===== src/rtl/bank_map_pkg.sv =====
package bank_map_pkg;
  localparam int unsigned BYTE_W = 8;

  // width of one bank field for the selected port layout
  function automatic int unsigned field_w(input bit dual);
    return dual ? 32'd8 : 32'd4;
  endfunction
endpackage


===== src/rtl/bank_rst_sync.sv =====
module bank_rst_sync (
  input  logic clk,
  input  logic rst_n,
  output logic rst_sync_n
);
  logic stage_q;

  always_ff @(posedge clk or negedge rst_n) begin
    if (!rst_n) begin
      stage_q    <= 1'b0;
      rst_sync_n <= 1'b0;
    end else begin
      stage_q    <= 1'b1;
      rst_sync_n <= stage_q;
    end
  end
endmodule


===== src/rtl/bank_field_reg.sv =====
module bank_field_reg #(
  parameter int unsigned W       = 4,
  parameter logic [7:0]  RST_VAL = 8'h00
) (
  input  logic         clk,
  input  logic         rst_n,
  input  logic         wr_en,
  input  logic [W-1:0] d,
  output logic [W-1:0] q
);
  logic [W-1:0] q_nxt;

  always_comb begin
    q_nxt = q;
    if (wr_en) q_nxt = d;
  end

  always_ff @(posedge clk or negedge rst_n) begin
    if (!rst_n) q <= RST_VAL[W-1:0];
    else        q <= q_nxt;
  end

  AST_FIELD_HOLD: assert property (@(posedge clk) disable iff (!rst_n)
    !wr_en |=> $stable(q)) else $error("field changed without write");

  AST_FIELD_LOAD: assert property (@(posedge clk) disable iff (!rst_n)
    wr_en |=> (q == $past(d))) else $error("field did not take write data");
endmodule


===== src/rtl/bank_sel.sv =====
module bank_sel #(
  parameter int unsigned W = 4
) (
  input  logic         a15,
  input  logic [W-1:0] lo_field,
  input  logic [W-1:0] hi_field,
  output logic [W-1:0] blk
);
  always_comb begin
    blk = lo_field;
    if (a15) blk = hi_field;
  end
endmodule


===== src/rtl/cpu_bank32_map.sv =====
module cpu_bank32_map #(
  parameter bit         DUAL_PORT = 1'b0,
  parameter logic [7:0] PORT_LO   = 8'h40,
  parameter logic [7:0] PORT_HI   = 8'h41
) (
  input  logic       clk,
  input  logic       rst_n,
  input  logic [7:0] io_addr,
  input  logic       io_wr,
  input  logic       io_rd,
  input  logic [7:0] wdata,
  input  logic       cpu_a15,
  output logic [7:0] bank_addr,
  output logic [7:0] rdata,
  output logic       rd_hit
);
  import bank_map_pkg::*;

  localparam int unsigned FW = field_w(DUAL_PORT);

  logic          rst_sync_n;
  logic          hit_lo, hit_hi;
  logic          wr_lo, wr_hi;
  logic [FW-1:0] lo_d, hi_d, lo_q, hi_q, blk;
  logic [7:0]    rd_val;

  bank_rst_sync i_rst_sync (
    .clk        (clk),
    .rst_n      (rst_n),
    .rst_sync_n (rst_sync_n)
  );

  assign hit_lo = (io_addr == PORT_LO);
  assign wr_lo  = io_wr && hit_lo;

  generate
    if (DUAL_PORT) begin : g_split
      assign hit_hi = (io_addr == PORT_HI);
      assign wr_hi  = io_wr && hit_hi;
      assign lo_d   = wdata;
      assign hi_d   = wdata;
      assign rd_val = hit_hi ? 8'(hi_q) : 8'(lo_q);
    end else begin : g_packed
      assign hit_hi = 1'b0;
      assign wr_hi  = wr_lo;
      assign lo_d   = wdata[FW-1:0];
      assign hi_d   = wdata[2*FW-1:FW];
      assign rd_val = {hi_q, lo_q};
    end
  endgenerate

  bank_field_reg #(.W(FW), .RST_VAL(8'h00)) i_lo_field (
    .clk   (clk),
    .rst_n (rst_sync_n),
    .wr_en (wr_lo),
    .d     (lo_d),
    .q     (lo_q)
  );

  bank_field_reg #(.W(FW), .RST_VAL(8'h01)) i_hi_field (
    .clk   (clk),
    .rst_n (rst_sync_n),
    .wr_en (wr_hi),
    .d     (hi_d),
    .q     (hi_q)
  );

  bank_sel #(.W(FW)) i_sel (
    .a15      (cpu_a15),
    .lo_field (lo_q),
    .hi_field (hi_q),
    .blk      (blk)
  );

  assign bank_addr = 8'(blk);
  assign rd_hit    = io_rd && (hit_lo || hit_hi);
  assign rdata     = rd_hit ? rd_val : 8'h00;

  AST_FOREIGN_WR_IGNORED: assert property (@(posedge clk) disable iff (!rst_sync_n)
    (io_wr && !hit_lo && !(DUAL_PORT && (io_addr == PORT_HI)))
      |=> ($stable(lo_q) && $stable(hi_q))) else $error("foreign write altered a field");

  AST_UPPER_WINDOW: assert property (@(posedge clk) disable iff (!rst_sync_n)
    cpu_a15 |-> (bank_addr == 8'(hi_q))) else $error("upper window mapped wrong");

  AST_LOWER_WINDOW: assert property (@(posedge clk) disable iff (!rst_sync_n)
    !cpu_a15 |-> (bank_addr == 8'(lo_q))) else $error("lower window mapped wrong");
endmodule


===== config.mk =====
export PLATFORM = sky130hd
export DESIGN_NAME = cpu_bank32_map
export DESIGN_NICKNAME = d
export VERILOG_FILES = /design/src/rtl/bank_map_pkg.sv /design/src/rtl/bank_rst_sync.sv /design/src/rtl/bank_field_reg.sv /design/src/rtl/bank_sel.sv /design/src/rtl/cpu_bank32_map.sv
export SDC_FILE = /design/constraint.sdc
export NUM_CORES = 1
export LEC_CHECK = 0
export ABC_AREA = 1
export BUFFER_PORTS_ARGS = -buffer_cell sky130_fd_sc_hd__buf_2
export CAP_MARGIN = 20
export CORE_UTILIZATION = 43
export DETAILED_ROUTE_END_ITERATION = 16
export PLACE_DENSITY_LB_ADDON = 0.3
export SLEW_MARGIN = 20
export SYNTH_ARGS = -nofsm -noshare
export SYNTH_HDL_FRONTEND = slang
export SYNTH_HIERARCHICAL = 1
export SYNTH_SLANG_ARGS = --single-unit

===== constraint.sdc =====
create_clock -name clk -period 1.87 [get_ports clk]
set_input_delay 0.187 -clock clk [delete_from_list [all_inputs] [get_ports clk]]
set_output_delay 0.187 -clock clk [all_outputs]
set_load 0.02 [all_outputs]

==> results.py <==
metrics = {
    "worst_hold_path": {
        "min-delay-path-class": "in -> reg",
        "hold_depth": 3,
        "min_from": "wdata[6]",
    },
    "grt": {
        "grt_start_max_net_pins": 11,
        "use_met3_pct": 5.20,
        "grt.total_usage_pct": 18.6,
        "antenna_found_initial": 0,
        "grtUsageMet2_pct": 32.9,
        "busiest_layer": "met2",
        "grt_pass1_vias": 530,
        "grt.overflow.total": 0,
        "met1_usage_pct": 17.8,
        "grt_pass1_wl_mm": 1.83,
    },
    "sta": {
        "holdWs_ns": 0.116,
        "finalSetupViolations": 0,
        "fin_setup_tns_ns": 0,
        "finalHoldViolCount": 0,
        "period_share_pct": 68.8,
        "max_clock_freq_mhz": 777,
        "period_needed_ns": 1.29,
        "maxSlewViolCount": 0,
        "skew_ns": 0.00156,
        "rsz0062_at_grt": "false",
    },
    "synth": {
        "yosysSeqAreaShare_pct": 43.5,
        "synth_cells": 87,
        "syn_area_per_cell_um2": 6.64,
        "syn-cell-area_um2": 578,
        "yosysUniqueCellTypes": 11,
        "synth_seq_cells": 10,
        "ys_top_cells_by_area": "dfrtp_1 39%, nand2_1 26%, inv_1 10%, buf_4 5.2%, nor2_1 5.2%",
        "synth.largest_area_cell": "dfrtp_1",
        "yosysWarnings": 6,
        "yosys.area.top_type_share_pct": 39.0,
    },
    "pwr": {
        "p_comb_share_pct": 13.0,
        "power.static_leakage_uw": 0.000501,
        "p_sw_share_pct": 24.5,
        "vdd_drop_max_mv": 0.474,
        "p_sw_uw": 121,
        "pwr-share-clk_pct": 39.0,
        "total_power_uw": 495,
        "power_frac_seq_pct": 48.0,
        "internal_power_uw": 374,
        "power.density_nw_per_um2": 628,
    },
    "setup_path": {
        "critPathTopFamily": "flip-flops",
        "slowest_stage": "dfstp_2",
        "crit_buf_inv": 2,
        "cp-startpoint": "i_hi_field/q[0]$_DFFE_PN1P_",
        "critical_path.max_fanout": 3,
        "required_ns": 1.68,
        "critPathCaptureType": "primary output",
        "rr_worst_depth": 2,
        "cp_cell_sequence": "inv_1 > nor2_1 > buf_2",
        "crit_cells": 3,
        "cpPeakStageDelay_ns": 0.54,
        "critPathLaunchType": "register",
        "critPathArrivalTime_ns": 1.10,
        "crit_type": "reg -> out",
        "r2r-start": "i_hi_field/q[0]$_DFFE_PN1P_",
    },
    "clock_network": {
        "clk_pin_slew_worst_paths_ns": 0.07,
        "clkLatencyLatePin_ns": 0.26,
        "cts_buffer_depth": 2,
        "root_buffer": "clkbuf_4",
        "cts_resized": 0,
        "h-tree-depth": 1,
        "cts.sinks": 10,
        "numCtsBuffers": 3,
        "cts_tree": "built",
    },
    "floorplan": {
        "die_area_um2": 1490,
        "initial_utilization_pct": 49.4,
        "core_region_area_um2": 1170,
        "io_pins": 38,
        "rows": 12,
        "die_x_um": 38.7,
        "die_height_um": 38.7,
    },
    "drt": {
        "ant_nets": 0,
        "drt_first_pass_iters": 4,
        "drc": 0,
        "vias_per_cell": 4.25,
        "vias": 586,
        "wl_per_cell_um": 8.38,
        "drtIter0Drc": 12,
        "drt_wl_total_mm": 1.16,
    },
    "final_layout": {
        "syn_to_final_growth_pct": 36.4,
        "drive_gt1_share_pct": 36.3,
        "fillCellCount": 119,
        "nets": 146,
        "diodes": 0,
    },
    "placement": {
        "gp_congestion": 0.784,
        "dp_hpwl_um": 913,
        "io_buffer_count": 33,
    },
    "job": {
        "max_cap_viol_count": 0,
    },
    "status": {
        "status": "complete, no violations",
    },
}
==> metrics by stage <==
step | area (µm²) | instances | setup WS, ns | util (%)
2_1_floorplan | 589 | 90 | 0.840 | -
3_3_place_gp | 742 | 133 | 0.705 | 63.4
3_5_place_dp | 742 | 133 | 0.687 | 63.4
4_1_cts | 788 | 138 | 0.567 | 67.3
5_1_grt | 788 | 138 | 0.540 | 67.3
6_report | 788 | 138 | 0.583 | 67.3
==> per-layer routing <==
layer	routed length, µm	vias to the layer above
met2	630	20
met3	63	2
li1	-	311
met5	0	-
met1	450	253
met4	13	0
==> synth_stat cells, drive strengths merged <==
library cell	count
nand2	40
inv	19
nor2	10
dfrtp	9
buf	4
conb	2
and3	1
dfstp	1
nand3	1
==> tightest hold or removal path, cell delays in order <==
cell     delay [ns]
buf_2          0.07
nand2_1        0.04
nand2_1        0.05
==> power groups by stage <==
stage	Combinational (µW)	Clock, µW	Sequential, µW
6_report	64.4	193	238
5_1_grt	73.2	204	239
4_1_cts	65.0	201	238
3_5_place_dp	63.0	0	242
3_3_place_gp	61.4	0	241
2_1_floorplan	40.2	0	239
==> layout by cell type (no fill, tap or decap), drive strengths merged <==
cell type and n:
nand2 40, inv 19, dfrtp 9, nor2 10, buf 33, and3 1
dfstp 1, conb 5, nand3 1, dlygate4sd3 1, clkbuf 4
==> what timing repair did <==
action,in CTS,in global routing
buffers inserted,0,0
setup endpoints to repair,0,0
endpoints found under the hold margin,2,0
hold buffers,1,0
==> cell families (layout without fill, tap and decap cells) <==
group	after synthesis	after routing	share of synthesized area, %
buf+inv	23	57	17.5
simple gates	52	52	37.7
other cells	2	5	1.30
flops	10	10	43.5
==> cell type report <==
type,instances,area [µm²],area share [%]
repair buffers,34,175,22.2
flip-flops and latches,10,251,31.9
multi-input cells,57,236,30.0
clock buffers,4,36.3,4.60
inverters,19,71.3,9.05
well taps,14,17.5,2.22
==> registers in the layout (all words and copies together), names as in the netlist <==
signal	cells
i_rst_sync/stage_q	1
i_rst_sync/rst_sync_n	1
i_lo_field/q	4
i_hi_field/q	4
==> worst paths after layout <==
path | to | slack [ns]
worst max-delay path | rdata[4] | 0.58
worst min-delay path | i_hi_field/q[2]$_DFFE_PN0P_ | 0.12
worst max register to register | i_hi_field/q[0]$_DFFE_PN1P_ | 1.18
worst min register to register | i_hi_field/q[1]$_DFFE_PN0P_ | 0.13
max in group asynchronous | i_hi_field/q[0]$_DFFE_PN1P_ | 1.45
min in group asynchronous | i_hi_field/q[1]$_DFFE_PN0P_ | 0.13
Note: power is estimated with default switching activity, not from simulation.
